===== src/rtl/flash_lane_pkg.sv =====
package flash_lane_pkg;

  typedef enum logic [2:0] {
    PH_IDLE, PH_OPC, PH_ADR, PH_DUM, PH_DAT, PH_DONE
  } phase_t;

  // lane width code: number of lanes = 1 << code
  typedef enum logic [1:0] {LW1 = 2'd0, LW2 = 2'd1, LW4 = 2'd2} lanes_t;

  function automatic logic mode_ok(input logic [2:0] m);
    return m != 3'd4;
  endfunction

  function automatic lanes_t opc_lanes(input logic [2:0] m);
    if (m == 3'd3) return LW2;
    if (m == 3'd7) return LW4;
    return LW1;
  endfunction

  function automatic lanes_t adr_lanes(input logic [2:0] m);
    if (m == 3'd2 || m == 3'd3) return LW2;
    if (m == 3'd6 || m == 3'd7) return LW4;
    return LW1;
  endfunction

  function automatic lanes_t dat_lanes(input logic [2:0] m);
    if (m == 3'd0) return LW1;
    if (m[2] == 1'b0) return LW2;
    return LW4;
  endfunction

  // serial clocks needed to move one byte at a given lane width
  function automatic logic [3:0] clocks_per_byte(input lanes_t w);
    case (w)
      LW2:     return 4'd4;
      LW4:     return 4'd2;
      default: return 4'd8;
    endcase
  endfunction

  function automatic logic [3:0] lane_mask(input lanes_t w);
    case (w)
      LW2:     return 4'b0011;
      LW4:     return 4'b1111;
      default: return 4'b0001;
    endcase
  endfunction

  function automatic phase_t next_phase(input phase_t cur, input logic a_en,
                                        input logic d_en, input logic t_en);
    case (cur)
      PH_OPC:  return a_en ? PH_ADR : d_en ? PH_DUM : t_en ? PH_DAT : PH_DONE;
      PH_ADR:  return d_en ? PH_DUM : t_en ? PH_DAT : PH_DONE;
      PH_DUM:  return t_en ? PH_DAT : PH_DONE;
      default: return PH_DONE;
    endcase
  endfunction

endpackage


===== src/rtl/fls_sclk_gen.sv =====
module fls_sclk_gen #(
  parameter int HALF_DIV = 2
) (
  input  logic clk,
  input  logic rst_n,
  input  logic run,
  output logic sclk,
  output logic rise,
  output logic fall
);
  localparam int CW = (HALF_DIV > 1) ? $clog2(HALF_DIV) : 1;

  logic [CW-1:0] cnt;
  logic          tick;

  assign tick = run && (cnt == CW'(HALF_DIV - 1));
  assign rise = tick && !sclk;
  assign fall = tick && sclk;

  always_ff @(posedge clk or negedge rst_n) begin
    if (!rst_n) begin
      cnt  <= '0;
      sclk <= 1'b0;
    end else if (!run) begin
      cnt  <= '0;
      sclk <= 1'b0;
    end else if (tick) begin
      cnt  <= '0;
      sclk <= ~sclk;
    end else begin
      cnt <= cnt + CW'(1);
    end
  end
endmodule


===== src/rtl/fls_lane_shift.sv =====
module fls_lane_shift
  import flash_lane_pkg::*;
(
  input  logic       clk,
  input  logic       rst_n,
  input  logic       load,
  input  logic [7:0] load_byte,
  input  lanes_t     width,
  input  logic       shift_out,
  input  logic       sample_in,
  input  logic [3:0] lane_in,
  output logic [3:0] lane_bits,
  output logic [7:0] rx_byte
);
  logic [7:0] tx_sh;

  always_comb begin
    case (width)
      LW2:     lane_bits = {2'b00, tx_sh[7:6]};
      LW4:     lane_bits = tx_sh[7:4];
      default: lane_bits = {3'b000, tx_sh[7]};
    endcase
  end

  always_ff @(posedge clk or negedge rst_n) begin
    if (!rst_n) begin
      tx_sh   <= 8'h00;
      rx_byte <= 8'h00;
    end else begin
      if (load)
        tx_sh <= load_byte;
      else if (shift_out) begin
        case (width)
          LW2:     tx_sh <= {tx_sh[5:0], 2'b00};
          LW4:     tx_sh <= {tx_sh[3:0], 4'h0};
          default: tx_sh <= {tx_sh[6:0], 1'b0};
        endcase
      end
      if (sample_in) begin
        case (width)
          LW2:     rx_byte <= {rx_byte[5:0], lane_in[1:0]};
          LW4:     rx_byte <= {rx_byte[3:0], lane_in};
          default: rx_byte <= {rx_byte[6:0], lane_in[1]};
        endcase
      end
    end
  end
endmodule


===== src/rtl/flash_lane_engine.sv =====
module flash_lane_engine
  import flash_lane_pkg::*;
#(
  parameter int HALF_DIV = 2,
  parameter int LEN_W    = 8
) (
  input  logic             clk,
  input  logic             rst_n,
  input  logic             start,
  input  logic [2:0]       io_mode,
  input  logic             addr_en,
  input  logic             addr4,
  input  logic [7:0]       opcode,
  input  logic [31:0]      addr,
  input  logic [2:0]       dummy_bytes,
  input  logic             data_en,
  input  logic             rd_nwr,
  input  logic [LEN_W-1:0] data_len_m1,
  input  logic [7:0]       wr_data,
  output logic             wr_ack,
  output logic [7:0]       rd_data,
  output logic             rd_valid,
  output logic             done,
  output logic             err,
  output logic             sclk,
  output logic             cs_n,
  output logic [3:0]       lane_out,
  output logic [3:0]       lane_oe,
  input  logic [3:0]       lane_in
);
  localparam int CNT_W = LEN_W + 1;

  phase_t           phase, nxt_ph;
  lanes_t           w, nxt_w;
  logic [3:0]       clk_left;
  logic [CNT_W-1:0] byt_left, nxt_cnt;
  logic [31:0]      adr_sh;
  logic [2:0]       c_mode, c_dum;
  logic             c_adr_en, c_adr4, c_dat_en, c_rd;
  logic [LEN_W-1:0] c_len;

  // named internal events
  logic run, rise, fall, last_clk, ph_last, step_byte, start_go, take_wr;
  logic load;
  logic [7:0] load_byte;
  logic [3:0] lane_bits;

  assign run       = (phase == PH_OPC) || (phase == PH_ADR) ||
                     (phase == PH_DUM) || (phase == PH_DAT);
  assign last_clk  = fall && (clk_left == 4'd1);
  assign ph_last   = last_clk && (byt_left == CNT_W'(1));
  assign nxt_ph    = ph_last ? next_phase(phase, c_adr_en, c_dum != 3'd0, c_dat_en) : phase;
  assign step_byte = last_clk && (nxt_ph != PH_DONE);
  assign start_go  = (phase == PH_IDLE) && start && mode_ok(io_mode);
  assign take_wr   = step_byte && (nxt_ph == PH_DAT) && !c_rd;
  assign load      = start_go || step_byte;
  assign nxt_w     = (nxt_ph == PH_ADR) ? adr_lanes(c_mode) : dat_lanes(c_mode);

  always_comb begin
    if (start_go)                         load_byte = opcode;
    else if (nxt_ph == PH_ADR)            load_byte = adr_sh[31:24];
    else if (nxt_ph == PH_DAT && !c_rd)   load_byte = wr_data;
    else                                  load_byte = 8'h00;
  end

  always_comb begin
    case (nxt_ph)
      PH_ADR:  nxt_cnt = c_adr4 ? CNT_W'(4) : CNT_W'(3);
      PH_DUM:  nxt_cnt = CNT_W'(c_dum);
      default: nxt_cnt = CNT_W'(c_len) + CNT_W'(1);
    endcase
  end

  fls_sclk_gen #(.HALF_DIV(HALF_DIV)) u_clk (
    .clk(clk), .rst_n(rst_n), .run(run), .sclk(sclk), .rise(rise), .fall(fall)
  );

  fls_lane_shift u_shift (
    .clk(clk), .rst_n(rst_n), .load(load), .load_byte(load_byte), .width(w),
    .shift_out(fall), .sample_in(rise && phase == PH_DAT && c_rd),
    .lane_in(lane_in), .lane_bits(lane_bits), .rx_byte(rd_data)
  );

  assign lane_oe  = ((phase == PH_OPC) || (phase == PH_ADR) ||
                     (phase == PH_DAT && !c_rd)) ? lane_mask(w) : 4'h0;
  assign lane_out = lane_bits & lane_oe;

  always_ff @(posedge clk or negedge rst_n) begin
    if (!rst_n) begin
      phase    <= PH_IDLE;
      w        <= LW1;
      clk_left <= 4'd0;
      byt_left <= '0;
      adr_sh   <= 32'h0;
      c_mode   <= 3'd0;
      c_dum    <= 3'd0;
      c_adr_en <= 1'b0;
      c_adr4   <= 1'b0;
      c_dat_en <= 1'b0;
      c_rd     <= 1'b0;
      c_len    <= '0;
      cs_n     <= 1'b1;
      done     <= 1'b0;
      err      <= 1'b0;
      wr_ack   <= 1'b0;
      rd_valid <= 1'b0;
    end else begin
      done     <= 1'b0;
      err      <= 1'b0;
      wr_ack   <= take_wr;
      rd_valid <= rise && (phase == PH_DAT) && c_rd && (clk_left == 4'd1);
      case (phase)
        PH_IDLE: begin
          if (start_go) begin
            c_mode   <= io_mode;
            c_dum    <= dummy_bytes;
            c_adr_en <= addr_en;
            c_adr4   <= addr4;
            c_dat_en <= data_en;
            c_rd     <= rd_nwr;
            c_len    <= data_len_m1;
            adr_sh   <= addr4 ? addr : {addr[23:0], 8'h00};
            w        <= opc_lanes(io_mode);
            clk_left <= clocks_per_byte(opc_lanes(io_mode));
            byt_left <= CNT_W'(1);
            cs_n     <= 1'b0;
            phase    <= PH_OPC;
          end else if (start) begin
            err <= 1'b1;
          end
        end
        PH_DONE: begin
          done  <= 1'b1;
          phase <= PH_IDLE;
        end
        default: begin
          if (ph_last) begin
            phase <= nxt_ph;
            if (nxt_ph == PH_DONE) cs_n <= 1'b1;
            else begin
              w        <= nxt_w;
              clk_left <= clocks_per_byte(nxt_w);
              byt_left <= nxt_cnt;
            end
            if (nxt_ph == PH_ADR) adr_sh <= {adr_sh[23:0], 8'h00};
          end else if (last_clk) begin
            clk_left <= clocks_per_byte(w);
            byt_left <= byt_left - CNT_W'(1);
            if (phase == PH_ADR) adr_sh <= {adr_sh[23:0], 8'h00};
          end else if (fall) begin
            clk_left <= clk_left - 4'd1;
          end
        end
      endcase
    end
  end

  // ---------------- assertions ----------------
  a_r8_clock_needs_select: assert property (@(posedge clk) disable iff (!rst_n)
    sclk |-> !cs_n) else $error("sclk high while deselected");

  a_r8_done_after_release: assert property (@(posedge clk) disable iff (!rst_n)
    $rose(cs_n) |=> done) else $error("done did not follow cs_n release");

  a_r2_refused_quiet: assert property (@(posedge clk) disable iff (!rst_n)
    err |-> (cs_n && !done)) else $error("refused start touched the bus");

  a_r7_hold_while_high: assert property (@(posedge clk) disable iff (!rst_n)
    (sclk && $past(sclk)) |-> $stable(lane_out)) else $error("lanes moved while sclk high");

  a_r6_read_released: assert property (@(posedge clk) disable iff (!rst_n)
    rd_valid |-> (lane_oe == 4'h0)) else $error("lanes driven during read");

  a_r1_enable_shape: assert property (@(posedge clk) disable iff (!rst_n)
    (lane_oe != 4'h0) |-> (lane_oe == 4'h1 || lane_oe == 4'h3 || lane_oe == 4'hF))
    else $error("illegal lane enable pattern");

endmodule


===== config.mk =====
export PLATFORM = sky130hd
export DESIGN_NAME = flash_lane_engine
export DESIGN_NICKNAME = d
export VERILOG_FILES = /design/src/rtl/flash_lane_pkg.sv /design/src/rtl/fls_sclk_gen.sv /design/src/rtl/fls_lane_shift.sv /design/src/rtl/flash_lane_engine.sv
export SDC_FILE = /design/constraint.sdc
export NUM_CORES = 1
export LEC_CHECK = 0
export BUFFER_PORTS_ARGS = -buffer_cell sky130_fd_sc_hd__clkbuf_2
export CORE_MARGIN = 8
export CORE_UTILIZATION = 50
export CTS_BUF_LIST = sky130_fd_sc_hd__clkbuf_8
export DETAILED_ROUTE_END_ITERATION = 8
export PLACE_DENSITY = 0.72
export SLEW_MARGIN = 20
export SYNTH_ARGS = -nofsm -noshare
export SYNTH_HDL_FRONTEND = slang
export SYNTH_HIERARCHICAL = 1
export SYNTH_SLANG_ARGS = --single-unit

===== constraint.sdc =====
create_clock -name clk -period 9.3 [get_ports clk]
set_input_delay 0.93 -clock clk [delete_from_list [all_inputs] [get_ports clk]]
set_output_delay 0.93 -clock clk [all_outputs]
set_load 0.01 [all_outputs]

## Word level (Yosys, flattened, before mapping)

Index checks and enable logic that the tools add are counted.

- $mul: 0
- Shifts and indexed selects: 0
- Bitwise operators: 3
- Reductions and logical operators: 41
- Equality and inequality tests: 30
- Order comparisons: 0
- Div/mod/pow operators: 0
- $add $sub $neg: 4
- Multiplexer cells: 84

Operators with widths:

| cell | count |
|---|---|
| 2-to-1 mux 32 bit | 6 |
| one-hot mux 32 bit (2 select lines) | 1 |
| one-hot mux 4 bit (2 select lines) | 6 |
| 2-to-1 mux 8 bit | 5 |
| 2-to-1 mux 9 bit | 4 |
| one-hot mux 9 bit (2 select lines) | 2 |
| 2-to-1 mux 2 bit | 17 |
| one-hot mux 8 bit (2 select lines) | 2 |
| 2-to-1 mux 1 bit | 25 |
| 2-to-1 mux 4 bit | 6 |
| equality test 3 x 2 -> 1 bit (second input constant) | 7 |
| equality test 3 bit (second input constant) | 7 |
| 2-to-1 mux 3 bit | 6 |
| AND reduction 4 bit | 4 |
| logical AND 1 bit | 15 |
| nonzero test 3 bit | 4 |
| adder 8 x 1 -> 9 bit (second input constant) | 1 |
| equality test 9 x 1 -> 1 bit (second input constant) | 1 |
| inequality test 3 bit (second input constant) | 3 |
| one-hot mux 3 bit (3 select lines) | 1 |
| subtractor 9 x 1 -> 9 bit (second input constant) | 1 |
| logical OR 1 bit | 7 |
| equality test 2 x 1 -> 1 bit (second input constant) | 3 |
| equality test 2 bit (second input constant) | 3 |
| 17 further kinds | 25 |

- Word-level logic and storage cells: 183
- Bits of input ports: 73
- Memories: 0
- Memory bits (writable): 0
- Bits in registers: 91
- Output and inout bits: 22
- Bits in latches: 0
- Bits in read-only memories: 0

## Longest topological paths before layout

Gate-level depths: netlist of the first run.

- Word-level depth: 16
- Gate-level depth with buffers: 15
- Depth with buffers taken out: 13

## Cells and area by module

Netlist of the first run, hierarchy kept.

By module, submodules not included:

| module | cells an instance | instances | area an instance (um^2) |
|---|---|---|---|
| flash_lane_engine | 494 | 1 | 4514.3 |
| fls_lane_shift | 108 | 1 | 982.2 |
| fls_sclk_gen | 8 | 1 | 88.8 |

## Worst setup path before layout of the first run

No wires, ideal clock.

- Path type: register to register
- From: reg phase[2]
- To: reg clk_left[1]
- Library setup time: 125 ps
- Setup slack: 6026 ps
- Cell stages (with the launch flop): 16
- Arrival: 3149 ps
- Cells stage by stage: dfrtp_1 -> buf_2 -> clkbuf_1 -> xnor2_1 -> and3_2 -> and4bb_4 -> and4_1 -> buf_4 -> nor2_1 -> o211ai_2 -> a21oi_1 -> or2_2 -> ha_1 -> a21oi_1 -> o22ai_1 -> mux2_2

- Cells in the longest elaborated chain, start to end: 16

Ends and longest elaborated chain:

| item | RTL line | source |
|---|---|---|
| start, declared | flash_lane_engine.sv:33 | `phase_t phase, nxt_ph;` |
| start signal, assigned | flash_lane_engine.sv:138 | `phase <= nxt_ph;` |
| equality test 3 x 1 -> 1 bit / equality test 3 x 2 -> 1 bit (equally long branches) | flash_lane_engine.sv:48 | `assign run = (phase == PH_OPC) \|\| (phase == PH_ADR) \|\|` |
| logical OR 1 bit (2 in series) | flash_lane_engine.sv:48 |  |
| logical OR 1 bit (*) | flash_lane_engine.sv:49 | `(phase == PH_DUM) \|\| (phase == PH_DAT);` |
| named net run | flash_lane_engine.sv:43 | `logic run, rise, fall, last_clk, ph_last, step_byte, start_go, take_wr;` |
| logical AND 1 bit (*) | fls_sclk_gen.sv:16 | `assign tick = run && (cnt == CW'(HALF_DIV - 1));` |
| logical AND 1 bit (*) | fls_sclk_gen.sv:18 | `assign fall = tick && sclk;` |
| named net fall | flash_lane_engine.sv:43 |  |
| logical AND 1 bit | flash_lane_engine.sv:50 | `assign last_clk = fall && (clk_left == 4'd1);` |
| logical AND 1 bit | flash_lane_engine.sv:51 | `assign ph_last = last_clk && (byt_left == CNT_W'(1));` |
| 2-to-1 mux 3 bit | flash_lane_engine.sv:52 | `assign nxt_ph = ph_last ? next_phase(phase, c_adr_en, c_dum != 3'd0, c_dat_en) : phase;` |
| equality test 3 x 2 -> 1 bit | flash_lane_engine.sv:57 | `assign nxt_w = (nxt_ph == PH_ADR) ? adr_lanes(c_mode) : dat_lanes(c_mode);` |
| 2-to-1 mux 2 bit | flash_lane_engine.sv:57 |  |
| equality test 2 bit / equality test 2 x 1 -> 1 bit (equally long branches) | flash_lane_pkg.sv:34 | `case (w)` |
| one-hot mux 4 bit (2 select lines) | flash_lane_pkg.sv:34 |  |
| 2-to-1 mux 4 bit | flash_lane_engine.sv:139 | `if (nxt_ph == PH_DONE) cs_n <= 1'b1;` |
| 2-to-1 mux 4 bit | flash_lane_engine.sv:137 | `if (ph_last) begin` |
| one-hot mux 4 bit (2 select lines) | flash_lane_engine.sv:112 | `case (phase)` |
| end signal, assigned | flash_lane_engine.sv:124 | `clk_left <= clocks_per_byte(opc_lanes(io_mode));` |
| end signal, assigned | flash_lane_engine.sv:142 | `clk_left <= clocks_per_byte(nxt_w);` |
| end signal, assigned | flash_lane_engine.sv:147 | `clk_left <= clocks_per_byte(w);` |
| end, declared | flash_lane_engine.sv:35 | `logic [3:0] clk_left;` |

The timed path passes the listed nets; every way through them passes the cells marked *. The select of a mux whose other input is x is not followed.
A chain may end at the register's enable or synchronous reset.

## Worst setup path after layout of the first run

- From: reg phase[0]
- To: reg clk_left[1]

Same word-level chain as after synthesis.

==> results of run 1 <==
==> placed cells by master (no fill, tap or decap), types with 3 or more instances in the layout <==
cell,count
ha_1,11
a221oi_1,7
a22o_1,12
nand2_1,85
mux2_1,23
nor2b_1,5
o211ai_1,10
nor3b_1,3
o21ai_0,61
and3_1,9
clkbuf_2,93
buf_4,5
nand2b_1,4
nand3_1,13
a21o_1,4
xnor2_1,8
and2_1,11
nor2_1,29
o22a_1,3
nor3_1,10
a31oi_1,3
a21oi_1,27
nand3b_1,3
o211ai_2,3
mux2_2,5
a211oi_1,6
o22ai_1,9
clkbuf_8,9
inv_1,36
a22oi_1,13
dfrtp_1,90
mux2i_1,26
==> per-stage QoR <==
step | instances | setup slack (ps) | area (µm²) | power [mW] | util [%]
floorplan | 610 | 6030 | 5590 | 1.12 | -
global placement | 813 | 5320 | 6070 | 1.25 | 55.8
detailed placement | 813 | 5200 | 6070 | 1.27 | 55.8
CTS | 829 | 5190 | 6290 | 1.57 | 57.8
global route | 829 | 4870 | 6290 | 1.68 | 57.8
finish | 829 | 5130 | 6290 | 1.56 | 57.8
==> power by group <==
group	internal [mW]	total (mW)	switching [mW]
combinational	0.265	0.620	0.355
sequential	0.524	0.642	0.119
clock	0.151	0.298	0.147
==> sequential cells by signal, summed over array words and instances (netlist names), 2 cells and up <==
| register | cells |
|---|---|
| adr_sh | 32 |
| clk_left | 4 |
| u_shift/rx_byte | 8 |
| phase | 3 |
| byt_left | 9 |
| w | 2 |
| c_len | 8 |
| c_mode | 3 |
| u_shift/tx_sh | 8 |
| c_dum | 3 |
==> critical path: stages, from the launching register on <==
cell and delay (ps):
dfrtp_1 610, nor2_1 120, xnor2_1 250, and3_2 420
and4bb_4 340, and4_1 580, nor2_1 210, o211ai_2 430
a21oi_1 140, or2_2 290, ha_1 200, a21oi_1 120
o22ai_1 90, mux2_2 270
==> per-layer routing <==
| metal | vias up | part of all wire [%] | global-route usage, % |
|---|---|---|---|
| met3 | 21 | 6.6 | 3.19 |
| met4 | 0 | 1.8 | 8.17 |
| li1 | 2335 | - | - |
| met2 | 172 | 43 | 28.1 |
| met1 | 2292 | 48 | 28.3 |
| met5 | - | 0 | 0 |
==> layout make-up <==
type / count / area, µm²
Fill cell: 975 / 4600
Clock inverter: 7 / 93.8
Tap cell: 140 / 175
Sequential cell: 91 / 2280
Inverter: 36 / 135
Timing Repair Buffer: 98 / 503
Multi-Input combinational cell: 448 / 2980
Clock buffer: 9 / 124
==> logic make-up (layout without fill, tap and decap cells) <==
| family | after synthesis | in the layout | share of synthesized area (%) |
|---|---|---|---|
| simple gates | 194 | 194 | 17.5 |
| compound gates | 179 | 179 | 21.5 |
| flops | 91 | 91 | 40.8 |
| buf+inv | 71 | 150 | 5.91 |
| mux | 54 | 54 | 10.3 |
| fa+ha+maj | 11 | 11 | 2.46 |
| xor+xnor | 10 | 10 | 1.57 |
==> worst min path at each step <==
| stage | slack, ps | from | end | depth (start not counted) |
|---|---|---|---|---|
| floorplan | 440 | c_adr4$_DFFE_PN0P_ | c_adr4$_DFFE_PN0P_ | 1 |
| global placement | 470 | c_adr4$_DFFE_PN0P_ | c_adr4$_DFFE_PN0P_ | 1 |
| detailed placement | 480 | c_adr4$_DFFE_PN0P_ | c_adr4$_DFFE_PN0P_ | 1 |
| CTS | 500 | c_adr4$_DFFE_PN0P_ | c_adr4$_DFFE_PN0P_ | 1 |
| global route | 510 | adr_sh[10]$_DFFE_PN0P_ | adr_sh[10]$_DFFE_PN0P_ | 1 |
| finish | 490 | rst_n | byt_left[4]$_DFFE_PN0P_ | 1 |
==> results.json, run 1 <==
{
  "clock_sinks": 91,
  "timing.max_cap.violations": 0,
  "io_pins": 95,
  "fin_skew_ps": 10.6,
  "synthTopCellsByArea": "dfrtp_1, nand2_1, o21ai_0",
  "hold_path_class": "in -> async",
  "clock.fmax_mhz": 240,
  "hold_viol": 0,
  "fin_crit_sh_pct": 44.9,
  "worst_slew_pin_slew_ps": 992,
  "vdd_drop_max_v": 0.000132,
  "drc_errors": 0,
  "cts_tree": "built",
  "grt_max_degree": 57,
  "ys.flop_type": "dfrtp_1",
  "regToRegSetupSlack_ps": 5130,
  "cts.htree.levels": 3,
  "r2r_start": "phase[0]$_DFFE_PN0P_",
  "crit_path_end": "clk_left[1]$_DFFE_PN0P_",
  "cp-startpoint": "phase[0]$_DFFE_PN0P_",
  "synth_seq_cells": 91,
  "p_leak_nw": 2.92,
  "grt_pass1_wl_um": 23200,
  "r2r_cells": 13,
  "cts_buffers": 9,
  "die_w_um": 122,
  "port_buffers": 94,
  "cts_setup_buffers": 0,
  "synth-async-reset-ratio_pct": 100,
  "clk_pin_slew_ps": 90,
  "synth-edff-count": 0,
  "via_count": 4820,
  "wl_per_cell_um": 17.0,
  "worst_ep_arrival_time_ps": 4440,
  "rsz0062_at_grt": "false",
  "ys_seq_area_share_pct": 40.8,
  "synth_fp_nets": 694,
  "die_h_um": 122,
  "netlist.top_cell.by_area": "dfrtp_1",
  "synth_cells": 610,
  "coreArea_um2": 10900,
  "worst_setup_path_end_kind": "register",
  "ctsHoldBuffers": 0,
  "row_count": 38,
  "slew_headroom_pct": 33.6,
  "vias_per_cell": 5.81,
  "clk_path_buf_depth": 2,
  "synth_area_um2": 5590,
  "cts_root_buf": "clkbuf_8",
  "critPathLaunchType": "register",
  "grt_util_all_layers_pct": 19.5,
  "status": "finished clean",
  "critPathMaxFanout": 16,
  "initial_core_util_pct": 51.3,
  "synth.most_common_cell": "dfrtp_1",
  "timing.setup.tns_ps": 0,
  "period_minus_slack_ps": 4170,
  "n_antenna_cell": 0,
  "critical_path_class": "reg -> reg",
  "die_area_um2": 14800,
  "hold_ws_ps": 494,
  "ys_types": 71,
  "grt_pass1_vias": 4648,
  "synth_top_area_share_pct": 40.3,
  "overflow": 0,
  "insertion_delay_ps": 370,
  "powerDensity_nw_per_um2": 248,
  "grt_antenna_before_repair": 0,
  "fin_nets": 768,
  "dp_hpwl_um": 10400,
  "reg2reg_to": "clk_left[1]$_DFFE_PN0P_",
  "synth_warnings": 6,
  "dr.pass1.iters": 5,
  "area_growth_pct": 12.6,
  "postRouteAntennaNets": 0,
  "drv_slew": 0,
  "globalplace.congestion": 0.876,
  "worstPathRequired_ps": 9560,
  "drt_iter0_markers": 503,
  "ctsResizeCount": 0,
  "finalSetupViolCount": 0,
  "drive_gt1_share_pct": 20.8,
  "avgSynthCellArea_um2": 9.16,
  "routed_wl_um": 14100,
  "synthTopCellsByCount": "dfrtp_1, nand2_1, o21ai_0"
}
Power figures use the tool's default switching activity.
==> run 2, diff against run 1 <==
PLACE_DENSITY = 0.75   (was 0.72)
clock period = 3.6 ns   (was 9.3 ns; I/O delays follow)
==> run 2 against run 1 <==
Final cell count rose by 1.1%; critical path depth did not move; combinational power rose to 2.7 times the previous value; wire length rose by 3.0%; design area rose by 1.3%; first-iteration DRC count fell by 40%; clock power rose by 150%; critical endpoint unchanged; highest routed layer unchanged.
==> results.json, run 2 (synthesized netlist as in run 1, its figures left out) <==
{
  "initial_core_util_pct": 51.3,
  "switching_power_mw": 1.62,
  "placedCellCount": 822,
  "dp_hpwl_um": 10700,
  "period_minus_slack_ps": 3260,
  "globalplace.congestion": 0.970,
  "worst_ep_arrival_time_ps": 3530,
  "die_area_um2": 14800,
  "die_h_um": 122,
  "worst_slew_pin_slew_ps": 853,
  "clk_path_buf_depth": 2,
  "p_clk_share_pct": 18.3,
  "routed_wl_um": 14500,
  "drv_slew": 0,
  "p_total_mw": 4.06,
  "postRouteAntennaNets": 0,
  "cp_num_cells": 13,
  "rsz0062_at_grt": "false",
  "wl_per_cell_um": 17.3,
  "critical_path_class": "reg -> reg",
  "combPwrFrac_pct": 41.3,
  "largest_register_ffs": 32,
  "overflow": 0,
  "vdd_drop_max_v": 0.000403,
  "cts_buffers": 9,
  "ctsHoldBuffers": 0,
  "path_delay_family": "simple AND/OR/NAND/NOR gates",
  "cts_setup_buffers": 0,
  "final_common_cell": "clkbuf_2",
  "status": "finished clean",
  "area_growth_pct": 14.0,
  "clk_pin_slew_ps": 90,
  "critPathMaxFanout": 10,
  "path_cells": "nor2_1 -> xnor2_1 -> and3_2 -> and4bb_4 -> and4_1 -> nor2_1 -> o211ai_2 -> a21oi_1 -> or2_2 -> ha_1 -> a21oi_1 -> o22ai_1 -> mux2_2",
  "powerDensity_nw_per_um2": 637,
  "max_stage_delay_ps": 420,
  "p_sw_share_pct": 39.8,
  "cts_root_buf": "clkbuf_8",
  "io_pins": 95,
  "grt_pass1_vias": 4892,
  "n_antenna_cell": 0,
  "hold_viol": 0,
  "fin_cells": 838,
  "dpl_worst_slack_ps": 386,
  "fin_skew_ps": 5.55,
  "worst_setup_path_end_kind": "register",
  "multiInputGateArea_um2": 2980,
  "fin_nets": 777,
  "final_cell_mix": "clkbuf_2, dfrtp_1, nand2_1",
  "vias_per_cell": 5.87,
  "clock_sinks": 91,
  "dr.pass1.iters": 8,
  "drive_gt1_share_pct": 21.9,
  "pwr-share-seq_pct": 40.4,
  "fin_crit_sh_pct": 90.4,
  "row_count": 38,
  "p_leak_nw": 2.97,
  "grt_antenna_before_repair": 0,
  "r2r_cells": 13,
  "via_count": 4917,
  "drc_errors": 0,
  "timing.setup.tns_ps": 0,
  "finalWorstSetupSlack_ps": 344,
  "critPathBufInv": 0,
  "ctsResizeCount": 0,
  "hold_path_class": "in -> async",
  "cts_tree": "built",
  "cts.htree.levels": 3,
  "regToRegSetupSlack_ps": 340,
  "seq_area_um2": 2280,
  "clock.fmax_mhz": 307,
  "port_buffers": 94,
  "worstPathRequired_ps": 3870,
  "grt_pass1_wl_um": 23700,
  "grt_util_all_layers_pct": 19.9,
  "intPower_mw": 2.44,
  "insertion_delay_ps": 380,
  "fill_cells": 955,
  "finalSetupViolCount": 0,
  "drt_iter0_markers": 303,
  "largest_register": "adr_sh",
  "critPathLaunchType": "register",
  "slowest_stage": "o211ai_2",
  "timing.max_cap.violations": 0,
  "die_w_um": 122,
  "coreArea_um2": 10900,
  "top_regs": "adr_sh: 32 flops, byt_left: 9 flops",
  "slew_headroom_pct": 42.6,
  "grt_max_degree": 83
}
-- run 2: cell types whose count changed in the layout (fill, tap and decap cells not counted) --
cell	change
buf_12	+1
buf_4	+7
buf_6	+1
bufinv_16	-1
clkbuf_8	+3
clkinv_2	+1
clkinv_4	-2
inv_1	-1
-- run 2: area by class of cell --
cell class	count	share of cell area, %
multi-input combinational	448	46.8
clock buffer	12	2.59
tap	140	2.75
clock inverter	4	0.747
timing repair buffer	107	9.22
sequential	91	35.8
inverter	36	2.12
-- run 2: power by group through the flow --
stage	Clock (mW)	Sequential, mW	Combinational, mW
2_1_floorplan	0	1.57	1.31
3_3_place_gp	0	1.64	1.62
3_5_place_dp	0	1.65	1.66
4_1_cts	0.767	1.64	1.67
5_1_grt	0.809	1.69	1.87
6_report	0.742	1.64	1.68
-- run 2: final timing paths --
check / to / startpoint
max: clk_left[1]$_DFFE_PN0P_ / phase[1]$_DFFE_PN0P_
min: adr_sh[8]$_DFFE_PN0P_ / rst_n
max reg2reg: clk_left[1]$_DFFE_PN0P_ / phase[1]$_DFFE_PN0P_
min reg2reg: c_adr4$_DFFE_PN0P_ / c_adr4$_DFFE_PN0P_
max in group asynchronous: adr_sh[14]$_DFFE_PN0P_ / rst_n
min in group clk: c_len[3]$_DFFE_PN0P_ / data_len_m1[3]
-- run 2: per-stage QoR --
stage / util [%] / area, µm² / hold slack, ps
6_report: 58.5 / 6370 / 8.37
5_1_grt: 58.5 / 6370 / 76.1
4_1_cts: 58.4 / 6360 / 146
3_5_place_dp: 56.5 / 6150 / 473
3_3_place_gp: 56.5 / 6150 / 473
2_1_floorplan: - / 5590 / 64.4
-- run 2: per-layer routing --
metal	up-vias	GRT usage (%)	share of wire, %
li1	2356	-	-
met1	2367	25.7	45
met2	172	32.3	48
met3	22	3.84	6.0
met4	0	7.40	1.6
met5	-	0	0
==> run 3, diff against run 2 <==
REMOVE_ABC_BUFFERS = 1   (was not set)
==> run 3 against run 2 <==
Wire length is 4.6% lower; first-iteration DRC count grew 24%; count of clock-buffer cells in the layout shrank 2; clock skew is 5.5 ps higher; total power down 0.82%; via count decreased by 0.94%; clock power about the same; register-to-register slack better by 99 ps; worst hold slack improved by 84 ps; flip-flop and latch count stayed put.
==> results.json, run 3 (synthesized netlist as in run 1, its figures left out) <==
{
  "clk_path_buf_depth": 2,
  "fin_area_um2": 6360,
  "grt_util_all_layers_pct": 18.9,
  "switching_power_mw": 1.61,
  "finalSetupViolCount": 0,
  "fin_nets": 777,
  "grt_pass1_vias": 4773,
  "intPower_mw": 2.41,
  "fin_crit_sh_pct": 87.7,
  "hold_ws_ps": 92.1,
  "ctsHoldBuffers": 0,
  "grt_antenna_before_repair": 0,
  "dr.pass1.iters": 5,
  "period_minus_slack_ps": 3160,
  "vias_per_cell": 5.81,
  "io_pins": 95,
  "rsz0062_at_grt": "false",
  "wl_per_cell_um": 16.5,
  "p_sw_share_pct": 40.0,
  "ctsResizeCount": 0,
  "final_common_cell": "clkbuf_2",
  "pwr-share-seq_pct": 40.7,
  "p_leak_nw": 2.97,
  "timing.max_cap.violations": 0,
  "cts_buffers": 9,
  "area_growth_pct": 13.9,
  "coreArea_um2": 10900,
  "final_cell_mix": "clkbuf_2, dfrtp_1, nand2_1",
  "routed_wl_um": 13800,
  "clk_pin_slew_ps": 90,
  "die_h_um": 122,
  "top_regs": "adr_sh: 32 flops, byt_left: 9 flops",
  "grt_max_degree": 70,
  "cts_setup_buffers": 0,
  "insertion_delay_ps": 380,
  "hold_viol": 0,
  "largest_register": "adr_sh",
  "n_antenna_cell": 0,
  "worst_ep_arrival_time_ps": 3440,
  "drv_slew": 0,
  "combPwrFrac_pct": 40.9,
  "initial_core_util_pct": 51.3,
  "cts.htree.levels": 3,
  "slew_headroom_pct": 42.6,
  "fin_skew_ps": 11.0,
  "cts_tree": "built",
  "worstPathRequired_ps": 3880,
  "timing.setup.tns_ps": 0,
  "critical_path_class": "reg -> reg",
  "status": "finished clean",
  "finalWorstSetupSlack_ps": 443,
  "overflow": 0,
  "die_w_um": 122,
  "globalplace.congestion": 0.901,
  "clock_sinks": 91,
  "grt_pass1_wl_um": 22900,
  "drive_gt1_share_pct": 21.9,
  "largest_register_ffs": 32,
  "dpl_worst_slack_ps": 458,
  "hold_path_class": "in -> async",
  "die_area_um2": 14800,
  "drt_iter0_markers": 376,
  "drc_errors": 0,
  "port_buffers": 94,
  "row_count": 38,
  "critPathLaunchType": "register",
  "vdd_drop_max_v": 0.000353,
  "p_clk_share_pct": 18.4,
  "critPathMaxFanout": 10,
  "powerDensity_nw_per_um2": 633,
  "clock.fmax_mhz": 317,
  "cts_root_buf": "clkbuf_8",
  "worst_setup_path_end_kind": "register",
  "dp_hpwl_um": 10100,
  "worst_slew_pin_slew_ps": 861,
  "placed_cell_area_um2": 6150,
  "fill_cells": 951,
  "postRouteAntennaNets": 0,
  "via_count": 4871
}
==> run 3: layout make-up <==
| type | instances | area, µm² | area share, % |
|---|---|---|---|
| multi-input cells | 448 | 2980 | 46.8 |
| flip-flops and latches | 91 | 2280 | 35.8 |
| repair buffers | 107 | 583 | 9.16 |
| well taps | 140 | 175 | 2.75 |
| clock buffers | 10 | 138 | 2.16 |
| inverters | 36 | 135 | 2.12 |
| clock inverters | 6 | 73.8 | 1.16 |
==> run 3: final timing paths <==
check / startpoint / endpoint / slack, ps / depth (start not counted)
hold reg to reg: adr_sh[11]$_DFFE_PN0P_ / adr_sh[11]$_DFFE_PN0P_ / 500 / 1
setup / recovery: phase[1]$_DFFE_PN0P_ / clk_left[1]$_DFFE_PN0P_ / 440 / 13
hold / removal: rst_n / c_len[3]$_DFFE_PN0P_ / 90 / 1
setup reg to reg: phase[1]$_DFFE_PN0P_ / clk_left[1]$_DFFE_PN0P_ / 440 / 13
max in group asynchronous: rst_n / u_shift/rx_byte[6]$_DFFE_PN0P_ / 2650 / 2
min in group clk: data_en / c_dat_en$_DFFE_PN0P_ / 160 / 3
==> run 3: power groups by stage <==
stage	combinational [mW]	clock [mW]	sequential, mW
2_1_floorplan	1.19	0	1.58
3_3_place_gp	1.59	0	1.63
3_5_place_dp	1.64	0	1.65
4_1_cts	1.65	0.763	1.63
5_1_grt	1.84	0.796	1.69
6_report	1.65	0.741	1.64
==> run 3: per-layer routing <==
metal	vias up	part of all wire [%]	track usage, %
met5	-	0	0
met4	0	2.4	7.86
met3	24	6.9	4.67
met2	173	44	27.8
met1	2317	47	26.1
li1	2357	-	-
==> run 3: per-stage QoR <==
step | power [mW] | instances | util (%)
global placement | 3.23 | 822 | 56.5
detailed placement | 3.29 | 822 | 56.5
global route | 4.33 | 838 | 58.4
finish | 4.03 | 838 | 58.4
CTS | 4.04 | 838 | 58.4
floorplan | 2.77 | 575 | -
==> run 3: critical path, stage by stage, from the launching register on <==
cell and delay, ps:
dfrtp_1 390, nor2_1 160, xnor2_1 180, and3_2 240, and4bb_4 290, and4_1 220, nor2_1 100, o211ai_2 350
a21oi_1 140, or2_2 300, ha_1 200, a21oi_1 120, o22ai_1 90, mux2_2 260
